--- src/rtl/bfs_pkg.sv ---
// Package: shared state type for the bit-field shifter.
// Assumes: word width is a power of two; the engine uses four states.
package bfs_pkg;

    // Engine phases: idle, read request, write back, completion pulse
    typedef enum logic [1:0] {
        BFS_IDLE  = 2'd0,
        BFS_READ  = 2'd1,
        BFS_WRITE = 2'd2,
        BFS_FIN   = 2'd3
    } bfs_state_e;

endpackage

--- src/rtl/bfs_span_calc.sv ---
// Module: bfs_span_calc
// Finds, from the offset and the length, the index of the last word and
// the bit position of the run end inside that word.
// Assumes: DATA_W is a power of two; the result is only used when the
// length is nonzero.
module bfs_span_calc #(
    parameter int DATA_W = 16,
    parameter int LEN_W  = 16,
    parameter int OFS_W  = $clog2(DATA_W),
    parameter int CNT_W  = LEN_W + 1 - OFS_W
) (
    input  logic [OFS_W-1:0] ofs,
    input  logic [LEN_W-1:0] len,
    output logic [CNT_W-1:0] last_idx,
    output logic [OFS_W-1:0] end_bit,
    output logic             empty
);
    localparam int SUM_W = LEN_W + 1;

    logic [SUM_W-1:0] top_pos;

    // Global position of the highest run bit, counted from bit 0 of the base word
    always_comb begin
        top_pos  = SUM_W'(ofs) + SUM_W'(len) - SUM_W'(1);
        empty    = (len == '0);
        last_idx = top_pos[SUM_W-1:OFS_W];
        end_bit  = top_pos[OFS_W-1:0];
    end

endmodule

--- src/rtl/bfs_mask_gen.sv ---
// Module: bfs_mask_gen
// Builds the per-word mask of run bits, the one-hot mark of the lowest run
// bit and the index of the highest run bit for the current word.
// Assumes: lo <= hi whenever the word belongs to a nonempty run.
module bfs_mask_gen #(
    parameter int DATA_W = 16,
    parameter int OFS_W  = $clog2(DATA_W)
) (
    input  logic              is_first,
    input  logic              is_last,
    input  logic [OFS_W-1:0]  start_bit,
    input  logic [OFS_W-1:0]  stop_bit,
    output logic [DATA_W-1:0] mask,
    output logic [DATA_W-1:0] low_hot,
    output logic [OFS_W-1:0]  hi_bit
);
    logic [OFS_W-1:0] lo_bit;

    // Lower bound only in the first word, upper bound only in the last
    always_comb begin
        lo_bit = is_first ? start_bit : '0;
        hi_bit = is_last  ? stop_bit  : OFS_W'(DATA_W - 1);
    end

    for (genvar i = 0; i < DATA_W; i++) begin : g_bit
        // Bit i is in the run when it lies between the two bounds
        always_comb begin
            mask[i]    = (OFS_W'(i) >= lo_bit) && (OFS_W'(i) <= hi_bit);
            low_hot[i] = (OFS_W'(i) == lo_bit);
        end
    end

endmodule

--- src/rtl/bfs_word_shift.sv ---
// Module: bfs_word_shift
// Shifts the masked bits of one word up by one position. The incoming link
// bit fills the lowest masked bit and the highest masked bit leaves as
// link_out. Unmasked bits pass through.
// Assumes: low_hot marks a bit that is inside mask.
module bfs_word_shift #(
    parameter int DATA_W = 16,
    parameter int OFS_W  = $clog2(DATA_W)
) (
    input  logic [DATA_W-1:0] word_in,
    input  logic [DATA_W-1:0] mask,
    input  logic [DATA_W-1:0] low_hot,
    input  logic [OFS_W-1:0]  hi_bit,
    input  logic              link_in,
    output logic [DATA_W-1:0] word_out,
    output logic              link_out
);
    for (genvar i = 0; i < DATA_W; i++) begin : g_bit
        if (i == 0) begin : g_lsb
            // Bit 0 can only be the lowest run bit, never a shifted one
            always_comb word_out[i] = mask[i] ? link_in : word_in[i];
        end else begin : g_upper
            // Lowest run bit takes the link; other run bits take their neighbour
            always_comb begin
                if (!mask[i])
                    word_out[i] = word_in[i];
                else if (low_hot[i])
                    word_out[i] = link_in;
                else
                    word_out[i] = word_in[i-1];
            end
        end
    end

    // The bit leaving the top of the run in this word
    always_comb link_out = word_in[hi_bit];

endmodule

--- src/rtl/bitfield_lshift_engine.sv ---
// Module: bitfield_lshift_engine
// Read-modify-write engine that shifts a bit run spread over consecutive
// memory words up by one bit. It inserts a zero at the bottom of the run and
// reports the bit shifted out of the top in carry.
// Assumes: the memory returns read data one cycle after mem_rd_en; the run
// lies in one contiguous address region; DATA_W is a power of two.
module bitfield_lshift_engine #(
    parameter int DATA_W = 16,
    parameter int ADDR_W = 16,
    parameter int LEN_W  = 16,
    localparam int OFS_W = $clog2(DATA_W)
) (
    input  logic              clk,
    input  logic              rst_n,
    input  logic              start,
    input  logic [ADDR_W-1:0] base_addr,
    input  logic [OFS_W-1:0]  field_ofs,
    input  logic [LEN_W-1:0]  field_len,
    output logic              busy,
    output logic              done,
    output logic              carry,
    output logic              mem_rd_en,
    output logic              mem_wr_en,
    output logic [ADDR_W-1:0] mem_addr,
    output logic [DATA_W-1:0] mem_wdata,
    input  logic [DATA_W-1:0] mem_rdata
);
    import bfs_pkg::*;

    localparam int CNT_W = LEN_W + 1 - OFS_W;

    bfs_state_e        state_q;
    logic [ADDR_W-1:0] addr_q;
    logic [CNT_W-1:0]  idx_q;
    logic [CNT_W-1:0]  last_q;
    logic [OFS_W-1:0]  ofs_q;
    logic [OFS_W-1:0]  end_q;
    logic              link_q;
    logic              carry_q;

    logic [CNT_W-1:0]  span_last;
    logic [OFS_W-1:0]  span_end;
    logic              span_empty;
    logic [DATA_W-1:0] word_mask;
    logic [DATA_W-1:0] word_low;
    logic [OFS_W-1:0]  word_hi;
    logic              word_link;
    logic              at_last;

    // Run geometry from the command inputs
    bfs_span_calc #(
        .DATA_W (DATA_W),
        .LEN_W  (LEN_W),
        .OFS_W  (OFS_W),
        .CNT_W  (CNT_W)
    ) u_span (
        .ofs      (field_ofs),
        .len      (field_len),
        .last_idx (span_last),
        .end_bit  (span_end),
        .empty    (span_empty)
    );

    // Word position relative to the run
    always_comb at_last = (idx_q == last_q);

    bfs_mask_gen #(
        .DATA_W (DATA_W),
        .OFS_W  (OFS_W)
    ) u_mask (
        .is_first  (idx_q == '0),
        .is_last   (at_last),
        .start_bit (ofs_q),
        .stop_bit  (end_q),
        .mask      (word_mask),
        .low_hot   (word_low),
        .hi_bit    (word_hi)
    );

    bfs_word_shift #(
        .DATA_W (DATA_W),
        .OFS_W  (OFS_W)
    ) u_shift (
        .word_in  (mem_rdata),
        .mask     (word_mask),
        .low_hot  (word_low),
        .hi_bit   (word_hi),
        .link_in  (link_q),
        .word_out (mem_wdata),
        .link_out (word_link)
    );

    // Sequencer: accept a command, then read and write each word in turn
    always_ff @(posedge clk) begin
        if (!rst_n) begin
            state_q <= BFS_IDLE;
            addr_q  <= '0;
            idx_q   <= '0;
            last_q  <= '0;
            ofs_q   <= '0;
            end_q   <= '0;
            link_q  <= 1'b0;
            carry_q <= 1'b0;
        end else begin
            case (state_q)
                BFS_IDLE: begin
                    if (start) begin
                        addr_q  <= base_addr;
                        idx_q   <= '0;
                        last_q  <= span_last;
                        ofs_q   <= field_ofs;
                        end_q   <= span_end;
                        link_q  <= 1'b0;
                        state_q <= span_empty ? BFS_FIN : BFS_READ;
                    end
                end
                BFS_READ: begin
                    state_q <= BFS_WRITE;
                end
                BFS_WRITE: begin
                    link_q <= word_link;
                    if (at_last) begin
                        carry_q <= word_link;
                        state_q <= BFS_FIN;
                    end else begin
                        idx_q   <= idx_q + 1'b1;
                        addr_q  <= addr_q + 1'b1;
                        state_q <= BFS_READ;
                    end
                end
                default: begin
                    state_q <= BFS_IDLE;
                end
            endcase
        end
    end

    // Port decode from the current phase
    always_comb begin
        busy      = (state_q != BFS_IDLE);
        done      = (state_q == BFS_FIN);
        mem_rd_en = (state_q == BFS_READ);
        mem_wr_en = (state_q == BFS_WRITE);
        mem_addr  = addr_q;
        carry     = carry_q;
    end

endmodule

--- config.mk ---
export PLATFORM = sky130hd
export DESIGN_NAME = bitfield_lshift_engine
export DESIGN_NICKNAME = d
export VERILOG_FILES = /design/src/rtl/bfs_pkg.sv /design/src/rtl/bfs_span_calc.sv /design/src/rtl/bfs_mask_gen.sv /design/src/rtl/bfs_word_shift.sv /design/src/rtl/bitfield_lshift_engine.sv
export SDC_FILE = /design/constraint.sdc
export NUM_CORES = 1
export LEC_CHECK = 0
export BUFFER_PORTS_ARGS = -buffer_cell sky130_fd_sc_hd__clkbuf_2
export CAP_MARGIN = 0
export CELL_PAD_IN_SITES_DETAIL_PLACEMENT = 1
export CELL_PAD_IN_SITES_GLOBAL_PLACEMENT = 2
export CORE_MARGIN = 3
export CORE_UTILIZATION = 35
export CTS_BUF_LIST = sky130_fd_sc_hd__clkbuf_8
export DETAILED_ROUTE_END_ITERATION = 10
export PLACE_DENSITY_LB_ADDON = 0.25
export RECOVER_POWER = 25
export SETUP_SLACK_MARGIN = 0.4
export SLEW_MARGIN = 20
export SYNTH_ARGS = -nofsm -noshare
export SYNTH_HDL_FRONTEND = slang
export SYNTH_SLANG_ARGS = --single-unit
--- constraint.sdc ---
create_clock -name clk -period 4.32 [get_ports clk]
set_clock_uncertainty 0.05 [all_clocks]
set_input_delay 0.648 -clock clk [delete_from_list [all_inputs] [get_ports clk]]
set_output_delay 0.648 -clock clk [all_outputs]
set_load 0.03 [all_outputs]
; ---- After elaboration in Yosys (flattened, before gate mapping)
; Index checks and enable logic that the tools add are counted.
; Widths: inputs -> output; s select.
[totals]
regBits = 54
input_bits = 55
output_inout_bits = 37
elab_cells = 138
[op_classes]
n_addsub = 4
order_cmp = 33
eq_ne = 21
muxes = 47
n_reduce_logical = 25
[ops]
columns = cell, n
row1 = $mux 1, 33
row2 = $eq 4x4->1 const A, 8
row3 = $ge 4x4->1 const A, 8
row4 = $le 4x4->1 const A, 8
row5 = $mux 16, 2
row6 = $pmux 16 s2, 1
row7 = $mux 13, 2
row8 = $pmux 13 s2, 1
row9 = $add 4x16->17, 1
row10 = $sub 17x1->17 const B, 1
row11 = $add 16x1->16 const B, 1
row12 = $eq 3x4->1 const A, 4
row13 = $ge 3x4->1 const A, 4
row14 = $le 3x4->1 const A, 4
row15 = $logic_and 1x1->1, 16
row16 = $logic_not 16->1, 1
row17 = $add 13x1->13 const B, 1
row18 = $eq 13x13->1, 1
row19 = $logic_not 13->1, 1
row20 = $eq 2x4->1 const A, 2
row21 = $ge 1x4->1 const A, 2
row22 = $ge 2x4->1 const A, 2
row23 = $le 1x4->1 const A, 2
row24 = $le 2x4->1 const A, 2
row25 = other kinds (14), 22

; ---- Depth between registers and ports, before layout
; Gate-level depths: netlist of run 1.
[logic_depth]
ltp_word = 5
depth_mapped = 11
mapped_depth_nobuf = 11

; ---- Cells and area by module
; From an unflattened synthesis of run 1, not the netlist that was laid out.
[unflattened]
hier_cells = 604
area_unflattened_um2 = 4730.8
[by_module_without_submodules]
columns = module, instances, cells_per_inst, area_per_inst_um2, seq_area_each_um2
row1 = bitfield_lshift_engine, 1, 345, 2907.8, 1081.0
row2 = bfs_span_calc, 1, 135, 968.4, 0.0
row3 = bfs_word_shift, 1, 54, 432.9, 0.0
row4 = bfs_mask_gen, 1, 70, 421.7, 0.0

; ---- Worst setup path after synthesis of run 1
; OpenSTA, ideal clock, no wires.
[synth_path]
path_kind = flip-flop to output port
startpoint = reg idx_q[8]
endpoint = out mem_wdata[2]
t_arrival_ps = 2258
t_required_ps = 3622
path_slack_ps = 1364
stages_incl_launch_ff = 7
path_buffers = 1
path_cell_list = dfxtp_1 > buf_6 > xor2_2 > nor4_2 > nand4_1 > or3_1 > a221oi_1
[synth_via]
elab_chain_cells = 5
word_cells_on_any_way = 10
cone_classes = order compare (2) / eq/ne (2) / mux (4) / reduce/logical (2)
[synth_lines]
columns = item, line_no
row1 = from (decl), bitfield_lshift_engine.sv:34  ; logic [CNT_W-1:0] idx_q;
row2 = from (signal assigned), bitfield_lshift_engine.sv:126  ; idx_q <= idx_q + 1'b1;
row3 = $eq 13x13->1 / $logic_not 13->1 (equally long branches), "bitfield_lshift_engine.sv:65, bitfield_lshift_engine.sv:71"
row4 = $mux 4 (on tied branches), "bfs_mask_gen.sv:22, bfs_mask_gen.sv:21"
row5 = $le 2x4->1 (tied with other cells), bfs_mask_gen.sv:28  ; mask[i] = (OFS_W'(i) >= lo_bit) && (OFS_W'(i) <= hi_bit);
row6 = $logic_and 1x1->1 / $mux 1 (equally long branches), "bfs_mask_gen.sv:28, bfs_word_shift.sv:27"
row7 = $mux 1 (*), bfs_word_shift.sv:25  ; if (!mask[i])
row8 = to (decl), bitfield_lshift_engine.sv:25  ; output logic [DATA_W-1:0] mem_wdata,
; Every way passes the cells marked *; elsewhere a longest branch is shown, timed or not.

; ---- Final worst setup path of run 1
[layout_path]
startpoint = reg idx_q[0]
endpoint = out mem_wdata[13]
[layout_via]
elab_chain_cells = 5
word_cells_on_any_way = 10
cone_classes = order compare (2) / eq/ne (2) / mux (4) / reduce/logical (2)
[layout_lines]
columns = item, line_no
row1 = $eq 13x13->1 / $logic_not 13->1 (equally long branches), "bitfield_lshift_engine.sv:65, bitfield_lshift_engine.sv:71"
row2 = $mux 4 (on tied branches), "bfs_mask_gen.sv:22, bfs_mask_gen.sv:21"
row3 = $le 4x4->1 (tied with other cells), bfs_mask_gen.sv:28
row4 = $logic_and 1x1->1 / $mux 1 (equally long branches), "bfs_mask_gen.sv:28, bfs_word_shift.sv:27"
row5 = $mux 1 (*), bfs_word_shift.sv:25
; Marked as above.

==> results.cfg, run 1 <==
[run_status]
status = finished, final reports clean

[cts]
clk_pin_slew_ps = 110
cts.sinks = 54
cts_root_buf = clkbuf_8
htreeDepth = 2
cts_buffers = 5
post_cts_buffers = 0
ctsHoldBuffers = 0
clk_path_buf_depth = 2
cts_resized = 0
cts_tree = yes
clk_latency_ps = 320

[placed_design]
place_hpwl_um = 11000
gp_congestion = 0.8856
pre_cts_slack_ps = 972.2
port_buffers = 91

[final_layout]
syn2layout_area_growth_pct = 12.71
final_common_cell = nand2_1
nets = 768
final_core_util_pct = 41.09
final_cell_mix = nand2_1, clkbuf_2, dfxtp_1
drive_above_1_share_pct = 17.37
n_antenna_cell = 0

[drt]
first_pass_iters = 4
avgRoutedWirePerCell_um = 16.72
drtIter0Drc = 252
vias = 4757
viasPerCell = 5.551
ant_nets = 0
drt-total-wl_um = 14330
drc = 0

[critical_path]
crit_fanout = 13
critPathKind = reg2out
critPathArrivalTime_ps = 2950
cp_data_required_time_ps = 3620
crit_path_end_kind = output port
regToRegStartpoint = idx_q[7]
critPathLaunchType = register
critPathLaunch = idx_q[0]
critical_path.max_stage_delay_ps = 520
crit_chain = inv_1, ha_1, nor4b_1, nand3_1, nor3_1, mux2_2, mux2_1, clkbuf_2
r2r_end = mem_addr[12]
slowest_stage = nand3_1
reg2reg_slack_ps = 1210
critPathTopFamily = simple AND/OR/NAND/NOR gates
ff2ff_path_depth = 7
critPathBufInv = 2

[worst_hold_path]
min_to = mem_addr[15]
hold_start = mem_addr[15]
min_path_cells = 2
hp-class = reg2reg

[synthesis]
async_flop_share_pct = 0
ys_seq_elements = 54
ys.flop_type = dfxtp_1
seq_area_frac_synth_pct = 23.03
syn_area_per_cell_um2 = 7.535
netlist_area_um2 = 4695
syn_inst = 623
synth_warnings = 0
yosysUniqueCellTypes = 70
syn_nets = 707
synth_edf_count = 0

[floorplan]
io_pins = 92
initial_utilization_pct = 36.46
die-width_um = 121.8
rows = 41
die_y_um = 121.8
core_area_um2 = 12880
die_area_um2 = 14840

[sta]
slew_viol_final = 0
setup_tns_ps = 0
max_slew_margin_pct = 2.872
hold_viol = 0
finalSetupViolCount = 0
min_period_ps = 3651
worst_slew_pin_slew_ps = 1457
fmax_ghz = 0.2739
fin_crit_sh_pct = 84.51
rsz0062_at_grt = no
fin_ws_ps = 669.0

[flow_run]
max_cap_violations = 0

[global_route]
use_met3_pct = 2.228
grt_pass1_vias = 4842
grt_overflow = 0
grt.met2_usage_pct = 34.29
grt_antenna_before_repair = 0
grt_pass1_wl_um = 24050
grt.busiest_layer = met2
grt_max_degree = 34
grt_usage_pct = 19.74
gr-usage-met1_pct = 26.49

[power]
leakage_nw = 2.261
ir_drop_uv = 128.4
powerDensity_nw_per_um2 = 290.3
## metal layers
layer	vias to the layer above	wire length, µm
met5	-	0
met4	0	158
met3	12	555
met2	92	6820
met1	2294	6796
li1	2359	-
## synth_stat cells (all sizes together) (16+ instances only)
cell | count | area, µm²
a21oi | 40 | 200.2
buf | 16 | 102.6
clkbuf | 26 | 97.59
dfxtp | 54 | 1081
ha | 28 | 350.3
inv | 38 | 142.6
nand2 | 80 | 300.3
nand3 | 32 | 205.2
nor2 | 31 | 116.4
nor3 | 17 | 85.08
o21ai | 38 | 193.9
xor2 | 16 | 147.7
## where the power goes
group	switching [W]	internal [W]
Combinational	0.000373	0.000222
Clock	0.000174	0.000171
Sequential	0.0000612	0.000534
Total	0.000609	0.000928
## worst min-delay path, cell delays in order, from the launching register on
cell and delay [ps]:
dfxtp_1 340, nand2_1 60, o21ai_1 50
## per-stage QoR
stage / std cells / cell area (µm²) / power [W] / hold slack (ps)
after floorplan: 623 / 4695 / 0.001035 / 387.2
after global placement: 849 / 5205 / 0.001195 / 402.3
after detailed placement: 849 / 5205 / 0.001209 / 422.2
after CTS: 857 / 5315 / 0.001556 / 438.2
after global routing: 857 / 5291 / 0.001640 / 462.6
final: 857 / 5291 / 0.001536 / 433.0
## flip-flops by register name, indices dropped and copies added, names as in the netlist
register / flops
idx_q: 13
carry: 1
link_q: 1
state_q: 2
last_q: 13
end_q: 4
mem_addr: 16
ofs_q: 4
## how the worst max path moves through the flow
stage                          endpoint  slack [ps]  cells after the start
after floorplan            mem_wdata[2]        1360                      6
after global placement    mem_wdata[13]        1050                      8
after detailed placement   mem_wdata[5]         970                      8
after CTS                  mem_wdata[5]         630                      8
after global routing           idx_q[3]         340                      5
final                     mem_wdata[13]         670                      8
## cells by family (layout without fill, tap and decap cells)
group	count (synthesis)	count (layout)	synth area share, %
AOI/OAI and AO/OA	162	162	22.87
xor gates and xnor gates	26	26	5.011
adders and majority gates	29	29	7.889
DFF	54	54	23.03
and+or+nand+nor	247	247	27.40
buffers and inverters	80	142	7.303
muxes	25	25	6.503
## cell type report
cell class	instances	area, µm²
multi-input combinational	489	3273
sequential	54	1081
clock buffer	5	68.82
tap	172	215.2
timing repair buffer	96	469.2
inverter	38	142.6
fill	1636	7585
clock inverter	3	41.29
(Power assumes the default switching activity.)
==> run 2: changes to the inputs <==
- ABC_AREA: not set -> 1
- CORE_UTILIZATION: 35 -> 27
- clock period: 4.32 -> 3.2 ns (I/O delays scaled with it)
==> run 2 against run 1 <==
  * Sequential power grew 31%
  * Clock power grew 28%
  * Critical path depth grew 6
  * Area after synthesis grew 1.8%
  * First-iteration DRC count shrank 15%
  * Setup slack lost 370 ps
  * Highest routed layer unchanged
==> results.cfg, run 2 <==
[run_status]
status = finished, final reports clean

[sta]
hold_viol = 0
fin_crit_sh_pct = 90.61
rsz0062_at_grt = yes
fmax_ghz = 0.3449
worst_slew_pin_slew_ps = 543.2
slew_viol_final = 0
finalSetupViolCount = 0
setup_tns_ps = 0
min_period_ps = 2899
max_slew_margin_pct = 63.63

[final_layout]
largest_register_ffs = 16
multi_input_area_um2 = 3358
drive_above_1_share_pct = 29.24
final_cell_mix = nand2_1, inv_1, nor2_1
final_common_cell = nand2_1
layout.area.seq_um2 = 1116
n_antenna_cell = 0
nets = 996
syn2layout_area_growth_pct = 32.98
fillers = 2271
final_core_util_pct = 36.73

[synthesis]
syn_inst = 769
synth_top_area_cell = dfxtp_1
syn_area_per_cell_um2 = 6.212
yosysUniqueCellTypes = 54
ys.flop_type = dfxtp_1
ys_seq_elements = 54
yosys-top-cells-count = nand2_1, inv_1, nor2_1
yosysMostFrequentCell = nand2_1
netlist_area_um2 = 4777
seq_area_frac_synth_pct = 22.63
synth_warnings = 0
async_flop_share_pct = 0
synth_edf_count = 0
synth_top_area_share_pct = 22.63
synth.area.top_cells = dfxtp_1, nand2_1, inv_1
syn_nets = 853

[power]
ir_drop_uv = 180.6
leakage_nw = 3.014
power_w = 0.002353
powerDensity_nw_per_um2 = 370.4

[critical_path]
critPathKind = reg2out
cp_common_cell = inv_4
slowest_stage = dfxtp_4
cp_data_required_time_ps = 2670
critPathLaunchType = register
crit_chain = inv_4, ha_4, inv_4, nor3_4, nand2_4, nor2_4, inv_4, nor2_4, buf_4, buf_6, nand2_2, a21oi_2, a41oi_2, clkbuf_8
critical_path.max_stage_delay_ps = 380
critPathBufInv = 6
crit_fanout = 6
critPathTopFamily = simple AND/OR/NAND/NOR gates
critPathArrivalTime_ps = 2370
crit_path_end_kind = output port
regToRegStartpoint = idx_q[10]
critPathLaunch = idx_q[0]

[drt]
drtIter0Drc = 213
first_pass_iters = 4
viasPerCell = 4.903
vias = 5580
avgRoutedWirePerCell_um = 15.80
drc = 0
drt-total-wl_um = 17980
ant_nets = 0

[cts]
clk_path_buf_depth = 2
cts.sinks = 54
ctsHoldBuffers = 0
cts_tree = yes
cts_root_buf = clkbuf_8
clk_pin_slew_ps = 120
clk_latency_ps = 340
htreeDepth = 2
cts_buffers = 5

[floorplan]
die-width_um = 139.0
core_area_um2 = 17300
initial_utilization_pct = 27.62
die_area_um2 = 19330
io_pins = 92
rows = 48
die_y_um = 139.0

[global_route]
grt_max_degree = 30
grt_overflow = 0
grt_pass1_wl_um = 29270
grt_pass1_vias = 5876
grt_antenna_before_repair = 0
grt_usage_pct = 18.16

[flow_run]
max_cap_violations = 0

[placed_design]
port_buffers = 91
place_hpwl_um = 13830
gp_congestion = 0.8772

[worst_hold_path]
hold_start = base_addr[1]
hp-class = in2reg
## run 2: final timing paths
kind                  end  slack, ps  cells after the start
max reg2reg        link_q       1020                     16
min reg2reg      idx_q[9]        450                      2
max          mem_wdata[6]        300                     14
min           mem_addr[1]        340                      3
## run 2: through the flow
| step | setup WS, ps | cell area, µm² | std cells | hold WS, ps |
|---|---|---|---|---|
| finish | 300.6 | 6352 | 1138 | 336.2 |
| global route | 111.7 | 6352 | 1138 | 349.0 |
| CTS | 319.3 | 6188 | 1125 | 322.5 |
| detailed placement | 257.9 | 5473 | 1077 | 425.8 |
| floorplan | 440.0 | 4777 | 769 | 397.0 |
| global placement | 346.3 | 5473 | 1077 | 410.1 |
## run 2: layout make-up
class                      count  share of cell area (%)
multi-input combinational    567                   52.87
sequential                    54                   17.57
timing repair buffer         152                   15.42
inverter                     132                   8.135
tap                          225                   4.432
clock buffer                   6                   1.300
clock inverter                 2                  0.2758
## run 2: cells by family after synthesis
group	synth area share, %
adder cells (fa/ha/maj)	7.753
flip-flops	22.63
AND/OR/NAND/NOR	33.39
XOR/XNOR	2.567
buffers and inverters	12.57
AO/OA/AOI/OAI	21.08
## run 2: power by group
| group | internal [W] | leakage, nW | switching, W |
|---|---|---|---|
| Clock | 0.000179 | 0.0514 | 0.000263 |
| Sequential | 0.000720 | 0.452 | 0.0000616 |
| Combinational | 0.000424 | 2.51 | 0.000706 |
## run 2: worst min-delay path: stages
cell      delay (ps)
clkbuf_2          80
nand2_1           60
a31oi_1           70
## run 2: routing by layer
layer  vias to the layer above  GRT usage [%]  share of wire (%)
met5                         -              0                  0
met4                         0          5.252                2.3
met3                        24          2.828                3.0
met2                        89          33.78                 51
met1                      2671          21.44                 44
li1                       2796              -                  -
## run 2: what timing repair did
| action | CTS | global route |
|---|---|---|
| setup endpoints to repair | 16 | 16 |
| gates resized for setup | 112 | 50 |
| buffers inserted | 40 | 13 |
| pin swaps | 32 | 25 |
| cloned | 0 | 0 |
==> run 3: changes to the inputs <==
- ABC_AREA: 1 -> not set
- ABC_CLOCK_PERIOD_IN_PS: not set -> 3200
- BUFFER_PORTS_ARGS: -buffer_cell sky130_fd_sc_hd__clkbuf_2 -> not set
- CORE_UTILIZATION: 27 -> 34
- DONT_BUFFER_PORTS: not set -> 1
==> run 3 against run 2 <==
  * Wire length is 17% lower
  * Via count is 18% lower
  * Sequential share of layout area is 2.7 points higher
  * Combinational power is 26% lower
  * Clock power is 6.8% lower
  * Fmax is 0.82% higher
  * Cell count is 30% lower
  * Final area is 14% lower
  * Critical endpoint is now mem_wdata[1]
  * Largest power group is now registers
==> results.cfg, run 3 (synthesis gave the netlist of run 1 again) <==
[sta]
slew_viol_final = 0
worst_slew_pin_slew_ps = 1077
fin_crit_sh_pct = 89.87
min_period_ps = 2876
rsz0062_at_grt = yes
fin_ws_ps = 324.2
fmax_ghz = 0.3477
finalSetupViolCount = 0
setup_tns_ps = 0
max_slew_margin_pct = 28.19
hold_viol = 0

[power]
p_sw_w = 0.0008581
power_frac_comb_pct = 39.9
leakage_nw = 2.208
powerDensity_nw_per_um2 = 381.8
clock_power_share_pct = 19.7
p_seq_share_pct = 40.4
ir_drop_uv = 160.7
switching_share_pct = 41.10
p_int_w = 0.001229

[placed_design]
dp.cells = 776
port_buffers = 0
place_hpwl_um = 10730
pre_cts_slack_ps = 331.1
place_area_um2 = 4860
gp_congestion = 0.8188

[critical_path]
crit_chain = buf_4, nor4b_4, nand3_4, buf_16, nor3_2, mux2i_2, a31oi_4, buf_6
critPathLaunchType = register
critical_path.max_stage_delay_ps = 370
critPathKind = reg2out
crit_fanout = 6
critPathArrivalTime_ps = 2350
crit_path_end_kind = output port
slowest_stage = dfxtp_4
cp_data_required_time_ps = 2670

[drt]
drt-total-wl_um = 15000
vias = 4594
drc = 0
drtIter0Drc = 237
avgRoutedWirePerCell_um = 18.77
ant_nets = 0
first_pass_iters = 4
viasPerCell = 5.750

[final_layout]
instances_no_fill = 799
multi_input_area_um2 = 3602
final_core_util_pct = 40.96
final_common_cell = nand2_1
syn2layout_area_growth_pct = 16.47
nets = 706
final_cell_mix = nand2_1, dfxtp_1, inv_1
fillers = 1639
layout.area.seq_um2 = 1109
drive_above_1_share_pct = 20.71
n_antenna_cell = 0
largest_register_ffs = 16
design_area_um2 = 5468

[global_route]
grt_overflow = 0
grt_antenna_before_repair = 0
grt_usage_pct = 19.54
grt_max_degree = 61
grt_pass1_wl_um = 24200
grt_pass1_vias = 4711

[cts]
clk_latency_ps = 330
ctsHoldBuffers = 0
cts_root_buf = clkbuf_8
htreeDepth = 2
cts_tree = yes
cts_buffers = 5
clk_pin_slew_ps = 110
cts.sinks = 54
clk_path_buf_depth = 2

[floorplan]
die_y_um = 123.5
die_area_um2 = 15250
die-width_um = 123.5
rows = 42
io_pins = 92
core_area_um2 = 13350
initial_utilization_pct = 35.17

[flow_run]
max_cap_violations = 0

[worst_hold_path]
hp-class = in2reg

[run_status]
status = finished, final reports clean
run 3: area by class of cell:
type / instances / share of cell area, %
multi-input combinational: 489 / 65.88
timing repair buffer: 34 / 5.584
tap: 176 / 4.027
clock inverter: 3 / 0.3661
clock buffer: 5 / 1.259
inverter: 38 / 2.609
sequential: 54 / 20.27
run 3: routing by layer:
| metal | vias up | global-route usage [%] | part of all wire (%) |
|---|---|---|---|
| met4 | 0 | 4.429 | 1.8 |
| met5 | - | 0 | 0 |
| met3 | 21 | 3.294 | 5.2 |
| met1 | 2226 | 26.13 | 46 |
| met2 | 116 | 32.93 | 47 |
| li1 | 2231 | - | - |
run 3: worst max-delay path, delay by kind of cell, from the launching register on:
family	cells	cell delay (ps)
buffers and inverters	3	500
DFF	1	370
muxes	1	310
and+or+nand+nor	3	690
AOI/OAI and AO/OA	1	140
run 3: timing repair:
item                       CTS  global route
setup endpoints to repair   16            15
pin swaps                   11            12
resized for setup           64            42
setup buffers                9             5
gates cloned                 1             0
run 3: path summary, 6_finish.rpt:
path	start	endpoint	slack (ps)	depth (start not counted)
max	idx_q[7]	mem_wdata[1]	320	8
min	rst_n	mem_addr[2]	210	2
max reg2reg	state_q[1]	idx_q[4]	530	6
min reg2reg	last_q[9]	last_q[9]	430	2
run 3: power groups by stage:
stage	sequential, W	combinational (W)	clock (W)
detailed placement	0.000858	0.000705	0
global route	0.000855	0.000920	0.000460
CTS	0.000840	0.000774	0.000424
floorplan	0.000812	0.000584	0
finish	0.000842	0.000833	0.000412
global placement	0.000855	0.000691	0
run 3: metrics by stage:
step	hold WS, ps	total power (W)
floorplan	387.2	0.001397
global placement	422.1	0.001545
detailed placement	419.9	0.001563
CTS	207.5	0.002039
global route	197.5	0.002234
finish	208.6	0.002088
